===== src/rtl/pfd_lock.sv =====
module pfd_lock #(
  parameter int OVERLAP    = 3,
  parameter int TOL        = 2,
  parameter int LOCK_COUNT = 4,
  parameter int CNT_W      = 8
) (
  input  logic clk,
  input  logic rst_n,
  input  logic inhibit,
  input  logic bias_mode,
  input  logic ref_in,
  input  logic fb_in,
  output logic up,
  output logic dn,
  output logic drv_en,
  output logic drv_src,
  output logic drv_snk,
  output logic pulse_out,
  output logic xor_out,
  output logic shared_out,
  output logic locked
);
  localparam int OVW   = (OVERLAP > 1) ? $clog2(OVERLAP) : 1;
  localparam int LKW   = $clog2(LOCK_COUNT + 1);
  localparam int LIMIT = OVERLAP + TOL;
  localparam logic [OVW-1:0] OV_LAST = OVW'(OVERLAP - 1);
  localparam logic [LKW-1:0] LK_FULL = LKW'(LOCK_COUNT);

  logic [2:0] ref_sh, fb_sh;
  logic ref_rise, fb_rise;
  logic up_q, dn_q, pend_r, pend_f, both, cmp_end, narrow, lock_q;
  logic [OVW-1:0] ovc;
  logic [CNT_W-1:0] pw;
  logic [CNT_W:0] width_now;
  logic [LKW-1:0] good, good_nx;

  always_ff @(posedge clk or negedge rst_n) begin
    if (!rst_n) begin
      ref_sh <= '0;
      fb_sh  <= '0;
    end else begin
      ref_sh <= {ref_sh[1:0], ref_in};
      fb_sh  <= {fb_sh[1:0], fb_in};
    end
  end

  assign ref_rise  = ref_sh[1] & ~ref_sh[2];
  assign fb_rise   = fb_sh[1] & ~fb_sh[2];
  assign both      = up_q & dn_q;
  assign cmp_end   = both && (ovc == OV_LAST);
  assign width_now = {1'b0, pw} + (CNT_W+1)'(1);
  assign narrow    = width_now <= (CNT_W+1)'(LIMIT);
  assign good_nx   = (good == LK_FULL) ? good : good + LKW'(1);

  always_ff @(posedge clk or negedge rst_n) begin
    if (!rst_n) begin
      up_q <= 1'b0; dn_q <= 1'b0; pend_r <= 1'b0; pend_f <= 1'b0; ovc <= '0;
    end else if (inhibit) begin
      up_q <= 1'b0; dn_q <= 1'b0; pend_r <= 1'b0; pend_f <= 1'b0; ovc <= '0;
    end else if (both) begin
      if (cmp_end) begin
        up_q   <= pend_r | ref_rise;
        dn_q   <= pend_f | fb_rise;
        pend_r <= 1'b0;
        pend_f <= 1'b0;
        ovc    <= '0;
      end else begin
        ovc    <= ovc + OVW'(1);
        pend_r <= pend_r | ref_rise;
        pend_f <= pend_f | fb_rise;
      end
    end else begin
      up_q <= up_q | ref_rise;
      dn_q <= dn_q | fb_rise;
    end
  end

  always_ff @(posedge clk or negedge rst_n) begin
    if (!rst_n) begin
      pw <= '0; good <= '0; lock_q <= 1'b0;
    end else if (inhibit) begin
      pw <= '0; good <= '0; lock_q <= 1'b0;
    end else if (cmp_end) begin
      pw <= '0;
      if (narrow) begin
        good   <= good_nx;
        lock_q <= (good_nx == LK_FULL);
      end else begin
        good   <= '0;
        lock_q <= 1'b0;
      end
    end else if (up_q | dn_q) begin
      if (pw != '1) pw <= pw + CNT_W'(1);
    end
  end

  assign up         = up_q & ~inhibit;
  assign dn         = dn_q & ~inhibit;
  assign pulse_out  = up | dn;
  assign drv_en     = pulse_out;
  assign drv_src    = up;
  assign drv_snk    = dn;
  assign xor_out    = ~inhibit & (ref_sh[1] ^ fb_sh[1]);
  assign shared_out = bias_mode ? pulse_out : xor_out;
  assign locked     = lock_q & ~inhibit;
endmodule


===== config.mk =====
export PLATFORM = sky130hd
export DESIGN_NAME = pfd_lock
export DESIGN_NICKNAME = d
export VERILOG_FILES = /design/src/rtl/pfd_lock.sv
export SDC_FILE = /design/constraint.sdc
export NUM_CORES = 1
export LEC_CHECK = 0
export BUFFER_PORTS_ARGS = -buffer_cell sky130_fd_sc_hd__buf_2
export CORE_ASPECT_RATIO = 1.5
export CORE_MARGIN = 4
export CORE_UTILIZATION = 55
export CTS_CLUSTER_DIAMETER = 80
export DETAILED_ROUTE_END_ITERATION = 12
export PLACE_DENSITY = 0.81
export SYNTH_ARGS = -nofsm -noshare
export SYNTH_HDL_FRONTEND = slang
export SYNTH_SLANG_ARGS = --single-unit

===== constraint.sdc =====
create_clock -name clk -period 2.1 [get_ports clk]
set_input_delay 0.315 -clock clk [delete_from_list [all_inputs] [get_ports clk]]
set_output_delay 0.315 -clock clk [all_outputs]
set_load 0.01 [all_outputs]

; Word-level counts from Yosys, hierarchy flattened
; Index checks and enable logic that the tools add are counted.
[totals]
input_bits = 6
reg_bits = 24
wordCells = 70
output_inout_bits = 9
[classes]
addsub = 4
eq_ne = 5
n_reduce_logical = 6
bitwise_logic = 17
order_cmp = 1
mux = 27
[ops]
columns = operator, count
row1 = 8-bit 2-to-1 mux, 4
row2 = 1-bit 2-to-1 mux, 16
row3 = 3-bit 2-to-1 mux, 4
row4 = 8-bit by 1-bit adder with 9-bit output (second input constant), 1
row5 = 9-bit by 3-bit less-or-equal comparator with 1-bit output (second input constant), 1
row6 = 8-bit by 1-bit adder with 8-bit output (second input constant), 1
row7 = 8-bit != test (second input constant), 1
row8 = 1-bit AND, 7
row9 = 3-bit == test (second input constant), 2
row10 = 2-bit 2-to-1 mux, 3
row11 = 1-bit OR, 6
row12 = 3-bit nonzero test, 2
row13 = 2-bit nonzero test, 2
row14 = 3-bit by 1-bit adder with 3-bit output (second input constant), 1
row15 = 3-bit by 2-bit != test with 1-bit output (second input constant), 1
row16 = 1-bit inverter, 3
row17 = 2-bit by 1-bit adder with 2-bit output (second input constant), 1
row18 = 2-bit == test (second input constant), 1
row19 = 2-bit AND reduction, 1
row20 = 1-bit logical AND, 1
row21 = 1-bit bitwise XOR, 1

; Depth between registers and ports, before layout
; Gate-level depths: netlist of the first run.
[logic_depth]
depth_word = 6
ltp_mapped = 7
ltp_nobuf = 7

; Worst setup path after synthesis of the first run
; OpenSTA, ideal clock, no wires.
[synth_timing]
path_kind = reg2reg
start = reg pw[0]
end = reg good[0]
period_less_slack_ns = 1.891
t_required_ns = 2.026
stages_incl_launch_ff = 7
arrival_ns = 1.817
path_buffers = 0
slack_ns = 0.209
cell_sequence = dfrtp_1 inv_1 ha_1 o221a_2 or4_1 a2111o_1 o21ai_2
[synth_between]
elab_chain_len = 5
[synth_rtl]
columns = element, line_no
row1 = start: declaration, 33  ; logic [CNT_W-1:0] pw;
row2 = start signal: assignment, 93  ; if (pw != '1) pw <= pw + CNT_W'(1);
row3 = 8-bit by 1-bit adder with 9-bit output, 51  ; assign width_now = {1'b0, pw} + (CNT_W+1)'(1);
row4 = 9-bit by 3-bit less-or-equal comparator with 1-bit output, 52  ; assign narrow = width_now <= (CNT_W+1)'(LIMIT);
row5 = 3-bit 2-to-1 mux, 85  ; if (narrow) begin
row6 = 3-bit 2-to-1 mux, 83  ; end else if (cmp_end) begin
row7 = 3-bit 2-to-1 mux, 81  ; end else if (inhibit) begin
row8 = end signal: assignment, 86  ; good <= good_nx;
row9 = end: declaration, 35  ; logic [LKW-1:0] good, good_nx;
; No other way between the ends. The select of a mux whose other input is x is not followed.
; A chain may end at the register's enable or synchronous reset.

; Final worst setup path of the first run
[layout_timing]
start = reg pw[0]
end = reg good[2]
; Same word-level chain as after synthesis.

==> results.toml, run 1 <==
[route]
firstDrtPassIters = 4
detail_route.wl_per_cell_um = 13.7
wirelength_um = 2240
via_per_inst = 5.67
drc = 0
drtAntennaViolNets = 0
vias = 924
drtIter0Drc = 29

[synthesis]
synth_edf_count = 0
ys_top_cells_by_area = "dfrtp_1 (46%), xnor2_1 (6.1%), nor2_1 (5.8%), ha_1 (3.9%), nand2_1 (2.3%)"
ys_dominant_reg_cell = "dfrtp_1"
synth.distinct_cells = 38
syn-num-nets = 137
yosys_warnings = 0
ys_ff_latch = 24
async_reset_ff_frac = 1.00
synthCells = 127
synth_seq_area_share = 0.464
synth_area_per_cell_um2 = 10.2
syn_area_mm2 = 0.00129
synth_top_area_share = 0.464
yosysMostFrequentCell = "dfrtp_1"
yosys.area.top_type = "dfrtp_1"
synth_commonest_cells = "dfrtp_1 (24), nor2_1 (20), xnor2_1 (9)"

[floorplan]
initial_core_util = 0.580
die_area_mm2 = 0.00321
dieWidth_um = 47.6
rows = 21
die_h_um = 67.4
boundaryPins = 15
core_mm2 = 0.00223

[global_route]
grt_max_degree = 25
grt_pass1_wl_um = 3930
grt_pass1_vias = 917
grt_usage = 0.169
globalRouteOverflowTotal = 0
antenna_found_initial = 0

[run_status]
outcome = "finished clean"

[clocking]
htreeDepth = 1
cts.repair.resized = 0
numClockSinks = 24
tritoncts = "yes"
clk_path_buf_depth = 2
cts_buffers = 3
cts-root-buf = "clkbuf_4"
clock_latency_ns = 0.33
clk_pin_slew_ns = 0.14

[sta]
slew_headroom = 0.656
worst_pin_slew_ns = 0.516
skew_ns = 0.00802
min_period_ns = 2.00
hold_violations = 0
drv_slew = 0
hold_ws_ns = 0.0730
fin_crit_sh = 0.951
final.setup.tns_ns = 0
setup_violations = 0
max_freq_mhz = 501

[placement]
dpl.hpwl_um = 1620
io_buffers = 14
place_inst = 157
gp_congestion = 0.769

[flow_run]
drv_cap = 0

[finish]
syn_to_final_growth_pct = 9.95
fillers = 175
final_cells = 163
nets = 151
diodes = 0
drive_gt1_frac = 0.214

[power]
p_per_area_mw_per_mm2 = 649
ir_drop_uv = 478
power_leakage_nw = 0.658

[setup_path]
cpMaxStageDelayCell = "or4_1"
cp_max_fo = 3
startpoint_type = "flip-flop"
critPathCaptureType = "flip-flop"
criticalPathCategory = "flip-flop to flip-flop"
path_cells = "inv_1 > ha_1 > o221a_2 > or4_1 > o41ai_1"
worst-path-buf-inv = 1
critPathMaxStageDelay_ns = 0.45
critPathArrivalTime_ns = 2.22
worstPathRequired_ns = 2.32
critPathTopFamily = "compound AO/OA/AOI/OAI gates"

[hold_path]
hold_class = "input pin to flip-flop"
==> layer usage <==
metal	wire length, um	GRT usage	vias up
met4	51	0.0707	0
li1	-	-	457
met3	100	0.0320	6
met2	1130	0.290	17
met5	0	0	-
met1	954	0.198	444
==> worst paths after layout <==
path	start	slack, ns	depth (start not counted)	end
max in group asynchronous	rst_n	1.28	2	pw[4]$_DFFE_PN0P_
worst max register to register	pw[0]$_DFFE_PN0P_	0.10	5	good[2]$_DFFE_PN0N_
worst max-delay path	pw[0]$_DFFE_PN0P_	0.10	5	good[2]$_DFFE_PN0N_
worst min-delay path	ref_in	0.07	1	ref_sh[0]$_DFF_PN0_
min in group asynchronous	rst_n	0.47	2	lock_q$_DFFE_PN0N_
worst min register to register	fb_sh[0]$_DFF_PN0_	0.37	0	fb_sh[1]$_DFF_PN0_
==> timing repair <==
item / CTS / global route
endpoints found under the setup margin: 0 / 4
hold endpoints to repair: 24 / 0
setup buffers: 0 / 1
hold buffers: 1 / 0
==> layout by cell type, fill, tap and decap left out, types with 2 or more instances in the layout <==
cell type,n
ha_1,4
dfrtp_1,24
buf_2,14
a22o_1,2
nor2b_1,3
xor2_1,3
a31oi_1,2
clkbuf_4,3
o21ai_0,2
nand3b_1,2
nand3_1,2
xnor2_1,9
nor3_1,4
nand2_1,8
inv_1,7
nand2b_1,3
a21oi_1,5
nor2_1,20
o22ai_2,2
==> logic make-up (layout without fill, tap and decap cells) <==
logic type / Yosys count / count (layout) / share of synthesized area
AO/OA/AOI/OAI: 21 / 21 / 0.145
XOR/XNOR: 12 / 12 / 0.0812
adder cells (fa/ha/maj): 4 / 4 / 0.0386
buffers and inverters: 14 / 27 / 0.0512
flip-flops: 24 / 24 / 0.464
multiplexers: 2 / 2 / 0.0164
AND/OR/NAND/NOR: 50 / 50 / 0.204
==> sequential cells by signal (all words and copies together), names as in the netlist <==
| signal | cells |
|---|---|
| ovc | 2 |
| pend_f | 1 |
| pw | 8 |
| dn_q | 1 |
| pend_r | 1 |
| up_q | 1 |
| ref_sh | 3 |
| lock_q | 1 |
| good | 3 |
| fb_sh | 3 |
==> metrics by stage <==
stage                     cell area, um2   util  setup WS, ns  total power, mW
after floorplan                     1290      -         0.209            0.559
after global placement              1350  0.606         0.171            0.583
after detailed placement            1350  0.606        0.0962            0.587
after CTS                           1420  0.634        0.0613            0.923
after global routing                1420  0.638      -0.00354            0.955
final                               1420  0.638         0.102            0.924
==> layout make-up <==
type	count	area [um2]	area share
clock inverter	1	30.0	0.0211
tap	23	28.8	0.0202
clock buffer	3	22.5	0.0158
inverter	7	26.3	0.0185
multi-input combinational	89	628	0.441
sequential	24	601	0.422
timing repair buffer	16	87.6	0.0615
==> power breakdown <==
group	total, mW	switching [mW]	internal (mW)
clock	0.341	0.148	0.193
sequential	0.491	0.0145	0.477
combinational	0.0918	0.0528	0.0389
total	0.924	0.215	0.709
No activity file was read; power rests on OpenSTA's default activity.
==> inputs of run 2 (changes only) <==
--- a/config.mk
+++ b/config.mk
@@ -5,9 +5,8 @@
 export SDC_FILE = /design/constraint.sdc
 export NUM_CORES = 1
 export LEC_CHECK = 0
-export BUFFER_PORTS_ARGS = -buffer_cell sky130_fd_sc_hd__buf_2
+export BUFFER_PORTS_ARGS = -buffer_cell sky130_fd_sc_hd__buf_4
 export CORE_ASPECT_RATIO = 1.5
-export CORE_MARGIN = 4
 export CORE_UTILIZATION = 55
 export CTS_CLUSTER_DIAMETER = 80
 export DETAILED_ROUTE_END_ITERATION = 12
==> run 2 against run 1 <==
Against the previous run: setup slack worse by 0.027 ns; sequential power hardly changed; flip-flop and latch count unchanged; fmax down 1.3%; global-route usage up 3.2 points; routed wire length is 4.7% higher; largest cell class unchanged; largest power group unchanged; highest routed layer unchanged.
==> results.toml, run 2 (same netlist as run 1, synthesis figures left out) <==
[setup_path]
r2r_cells = 6
criticalPathCategory = "flip-flop to flip-flop"
startpoint_type = "flip-flop"
r2r_end = "good[0]$_DFFE_PN0N_"
critPathArrivalTime_ns = 2.29
regToRegSetupSlack_ns = 0.08
critPathCaptureType = "flip-flop"
worstPathRequired_ns = 2.36
cp_max_fo = 3
rr_startpoint = "pw[0]$_DFFE_PN0P_"

[floorplan]
initial_core_util = 0.580
rows = 21
boundaryPins = 15
core_mm2 = 0.00223
dieWidth_um = 41.6
die_area_mm2 = 0.00256
die_h_um = 61.4

[sta]
worst_pin_slew_ns = 0.416
drv_slew = 0
fin_crit_sh = 0.964
hold_ws_ns = 0.0882
max_freq_mhz = 494
hold_violations = 0
min_period_ns = 2.02
slew_headroom = 0.723
timing.final.ws_setup_ns = 0.0756
setup_violations = 0
skew_ns = 0.00169

[clocking]
clk_pin_slew_ns = 0.13
clk_path_buf_depth = 2
tritoncts = "yes"
post-cts-setup-buffers = 0
cts-root-buf = "clkbuf_4"
htreeDepth = 1
numClockSinks = 24
clock_latency_ns = 0.32
cts_buffers = 3

[finish]
nets = 150
syn_to_final_growth_pct = 13.3
final_cell_mix = "dfrtp_1 (24), nor2_1 (20), buf_4 (14), xnor2_1 (9), nand2_1 (8)"
largest_register_ffs = 8
largest-register = "pw"
diodes = 0
drive_gt1_frac = 0.230
final_common_cell = "dfrtp_1"

[placement]
io_buffers = 14
gp_congestion = 0.868
dp_slack_ns = 0.0720
dpl.hpwl_um = 1670

[global_route]
grt_pass1_vias = 931
globalRouteOverflowTotal = 0
grt_pass1_wl_um = 3970
antenna_found_initial = 0
grt_max_degree = 25
grt_usage = 0.201

[route]
detail_route.wl_per_cell_um = 14.5
vias = 925
firstDrtPassIters = 4
drtAntennaViolNets = 0
wirelength_um = 2350
drtIter0Drc = 21
via_per_inst = 5.71
drc = 0

[run_status]
outcome = "finished clean"

[hold_path]
hold_end = "fb_sh[0]$_DFF_PN0_"
hp-start = "fb_in"
min_path_cells = 1
hold_class = "input pin to flip-flop"

[flow_run]
drv_cap = 0

[power]
ir_drop_uv = 552
power_leakage_nw = 0.667
p_per_area_mw_per_mm2 = 631
[run 2: worst max-delay path by stage]
stage	start	end	slack, ns	cells after the start
final	pw[0]$_DFFE_PN0P_	good[0]$_DFFE_PN0N_	0.08	6
after global routing	pw[0]$_DFFE_PN0P_	good[0]$_DFFE_PN0N_	-0.006	6
after CTS	pw[0]$_DFFE_PN0P_	good[2]$_DFFE_PN0N_	0.04	5
after floorplan	pw[0]$_DFFE_PN0P_	good[0]$_DFFE_PN0N_	0.21	6
after global placement	pw[0]$_DFFE_PN0P_	good[2]$_DFFE_PN0N_	0.14	5
after detailed placement	pw[0]$_DFFE_PN0P_	good[2]$_DFFE_PN0N_	0.07	5
[run 2: timing repair]
| action | in CTS | in global routing |
|---|---|---|
| hold buffers | 1 | 0 |
| endpoints found under the hold margin | 24 | 0 |
| gates resized for setup | 0 | 3 |
| setup endpoints to repair | 0 | 4 |
[run 2: final cells by class]
type	instances	area (um2)
Fill cell	179	766
Multi-Input combinational cell	89	644
Inverter	7	26.3
Clock inverter	1	30.0
Tap cell	23	28.8
Clock buffer	3	22.5
Sequential cell	24	601
Timing Repair Buffer	15	115
[run 2: metrics by stage]
| stage | power, mW | setup TNS, ns | instances | util | area [um2] |
|---|---|---|---|---|---|
| floorplan | 0.559 | 0 | 127 | - | 1290 |
| global placement | 0.591 | 0 | 157 | 0.622 | 1390 |
| detailed placement | 0.597 | 0 | 157 | 0.622 | 1390 |
| CTS | 0.931 | 0 | 162 | 0.650 | 1450 |
| global route | 0.961 | -0.00615 | 162 | 0.657 | 1470 |
| finish | 0.927 | 0 | 162 | 0.657 | 1470 |
[run 2: power by group]
part / internal [mW] / switching, mW
sequential: 0.477 / 0.0149
combinational: 0.0441 / 0.0534
clock: 0.193 / 0.145
[run 2: critical path, cell delays in order, from the launching register on]
cell,delay [ns]
dfrtp_1,0.41
inv_1,0.10
ha_1,0.32
o221a_2,0.25
or4_4,0.45
a2111o_1,0.37
o21ai_2,0.06
[run 2: layer usage]
| metal | wire length (um) | global-route usage | up-vias |
|---|---|---|---|
| met4 | 57 | 0.0968 | 0 |
| met2 | 1260 | 0.366 | 23 |
| met1 | 965 | 0.235 | 440 |
| met5 | 0 | 0 | - |
| met3 | 67 | 0.0264 | 8 |
| li1 | - | - | 454 |
==> inputs of run 3 (changes only) <==
--- a/config.mk
+++ b/config.mk
@@ -6,11 +6,10 @@
 export NUM_CORES = 1
 export LEC_CHECK = 0
 export BUFFER_PORTS_ARGS = -buffer_cell sky130_fd_sc_hd__buf_4
-export CORE_ASPECT_RATIO = 1.5
-export CORE_UTILIZATION = 55
+export CORE_UTILIZATION = 50
 export CTS_CLUSTER_DIAMETER = 80
 export DETAILED_ROUTE_END_ITERATION = 12
-export PLACE_DENSITY = 0.81
+export PLACE_DENSITY = 0.75
 export SYNTH_ARGS = -nofsm -noshare
 export SYNTH_HDL_FRONTEND = slang
 export SYNTH_SLANG_ARGS = --single-unit
==> run 3 against run 2 <==
Against the previous run: utilization down 5.9 points; routed wire length down 4.1%; critical path type unchanged; cell area unchanged; setup slack better by 0.023 ns; final cell count up 4.9%; largest power group unchanged; clock-buffer cell count unchanged; critical path depth unchanged; sequential power about the same; via count down 0.54%; non-clock buffer count up 1; clock skew up 0.010 ns; hold slack better by 0.0072 ns.
==> results.toml, run 3 (same netlist as run 1, synthesis figures left out) <==
[sta]
slew_headroom = 0.720
worst_pin_slew_ns = 0.420
grt_setup_unrepaired = "true"
max_freq_mhz = 500
setup_violations = 0
final.setup.tns_ns = 0
min_period_ns = 2.00
drv_slew = 0
skew_ns = 0.0120
fin_crit_sh = 0.953
hold_violations = 0

[power]
power_frac_seq = 0.529
p_comb_frac = 0.110
internal_power_uw = 717
ir_drop_uv = 697
switching_power_uw = 212
p_per_area_mw_per_mm2 = 633
power_leakage_nw = 0.663
switching_share = 0.228
p_clk_frac = 0.361

[global_route]
globalRouteOverflowTotal = 0
grt_pass1_vias = 849
antenna_found_initial = 0
grt_pass1_wl_um = 3660
grt_max_degree = 25
grt_usage = 0.182

[finish]
largest-register = "pw"
seq_area_um2 = 601
final_cell_mix = "dfrtp_1 (24), nor2_1 (20), buf_4 (15), xnor2_1 (9), nand2_1 (8)"
drive_gt1_frac = 0.214
nets = 151
largest_register_ffs = 8
multiInputGateArea_um2 = 628
final_common_cell = "dfrtp_1"
diodes = 0
syn_to_final_growth_pct = 13.3
fillers = 205
final_cells = 170

[setup_path]
worstPathRequired_ns = 2.37
path_cells = "inv_1 > ha_1 > o221a_2 > or4_1 > nor3_1 > a22o_1"
worst-path-buf-inv = 1
cpMaxStageDelayCell = "or4_1"
startpoint_type = "flip-flop"
r2r_cells = 6
criticalPathCategory = "flip-flop to flip-flop"
rr_startpoint = "pw[0]$_DFFE_PN0P_"
critPathArrivalTime_ns = 2.28
cp.depth = 6
critPathMaxStageDelay_ns = 0.45
critPathTopFamily = "simple AND/OR/NAND/NOR gates"
r2r_end = "good[1]$_DFFE_PN0N_"
cp-endpoint = "good[1]$_DFFE_PN0N_"
critPathCaptureType = "flip-flop"
timing.critical_path.from = "pw[0]$_DFFE_PN0P_"
cp_max_fo = 3
regToRegSetupSlack_ns = 0.1

[placement]
dpl.hpwl_um = 1610
gp_congestion = 0.781
place_inst = 164
io_buffers = 14

[route]
firstDrtPassIters = 4
drtAntennaViolNets = 0
drc = 0
wirelength_um = 2250
vias = 920
drtIter0Drc = 19
via_per_inst = 5.41
detail_route.wl_per_cell_um = 13.2

[flow_run]
drv_cap = 0

[clocking]
tritoncts = "yes"
htreeDepth = 1
clk_path_buf_depth = 2
clock_latency_ns = 0.32
numClockSinks = 24
clk_pin_slew_ns = 0.14
cts_buffers = 3
cts-root-buf = "clkbuf_4"

[hold_path]
hold_class = "input pin to flip-flop"

[floorplan]
dieWidth_um = 52.9
boundaryPins = 15
initial_core_util = 0.528
rows = 18
die_area_mm2 = 0.00280
die_h_um = 52.9
core_mm2 = 0.00245

[run_status]
outcome = "finished clean"
[run 3: area by class of cell]
class / instances / share of cell area
timing repair buffer: 16 / 0.0835
inverter: 7 / 0.0179
sequential: 24 / 0.409
clock inverter: 1 / 0.0205
clock buffer: 3 / 0.0153
multi-input combinational: 89 / 0.428
tap: 30 / 0.0256
[run 3: worst min path at each step]
stage,startpoint,end,slack (ns),cells past startpoint
finish,ref_in,ref_sh[0]$_DFF_PN0_,0.1,1
global route,fb_in,fb_sh[0]$_DFF_PN0_,0.06,1
CTS,ref_in,ref_sh[0]$_DFF_PN0_,0.08,1
detailed placement,rst_n,good[2]$_DFFE_PN0N_,0.23,1
global placement,rst_n,good[1]$_DFFE_PN0N_,0.23,1
floorplan,rst_n,dn_q$_DFFE_PN0P_,0.02,0
[run 3: worst register-to-register path: stages (launching register included)]
cell and delay [ns]:
dfrtp_1 0.40, inv_1 0.09, ha_1 0.32, o221a_2 0.25, or4_1 0.45, nor3_1 0.28, a22o_1 0.17
[run 3: stage by stage]
step | hold slack (ns) | worst slack, ns | power, mW | area (um2) | util
2_1_floorplan | 0.0194 | 0.209 | 0.559 | 1290 | -
3_3_place_gp | 0.231 | 0.178 | 0.592 | 1400 | 0.569
3_5_place_dp | 0.232 | 0.0886 | 0.598 | 1400 | 0.569
4_1_cts | 0.0824 | 0.0620 | 0.934 | 1460 | 0.595
5_1_grt | 0.0616 | -0.0382 | 0.968 | 1470 | 0.598
6_report | 0.0955 | 0.0984 | 0.928 | 1470 | 0.598
[run 3: timing repair]
item                                    4_1_cts  5_1_grt
hold buffers                                  1        0
endpoints found under the setup margin        0        4
hold endpoints to repair                     24        0
resized for setup                             0        0
setup buffers                                 0        1
[run 3: routing by layer]
layer  part of all wire  vias up  GRT usage
met4              0.012        0     0.0395
met3              0.034        4     0.0603
met5                  0        -          0
met1               0.50      436      0.239
li1                   -      461          -
met2               0.46       19      0.291
[run 3: power by group through the flow]
stage | Clock (mW) | Sequential (mW) | Combinational (mW)
after global routing | 0.359 | 0.493 | 0.116
final | 0.335 | 0.491 | 0.102
after CTS | 0.344 | 0.492 | 0.0990
after global placement | 0 | 0.499 | 0.0934
after floorplan | 0 | 0.493 | 0.0659
after detailed placement | 0 | 0.501 | 0.0972
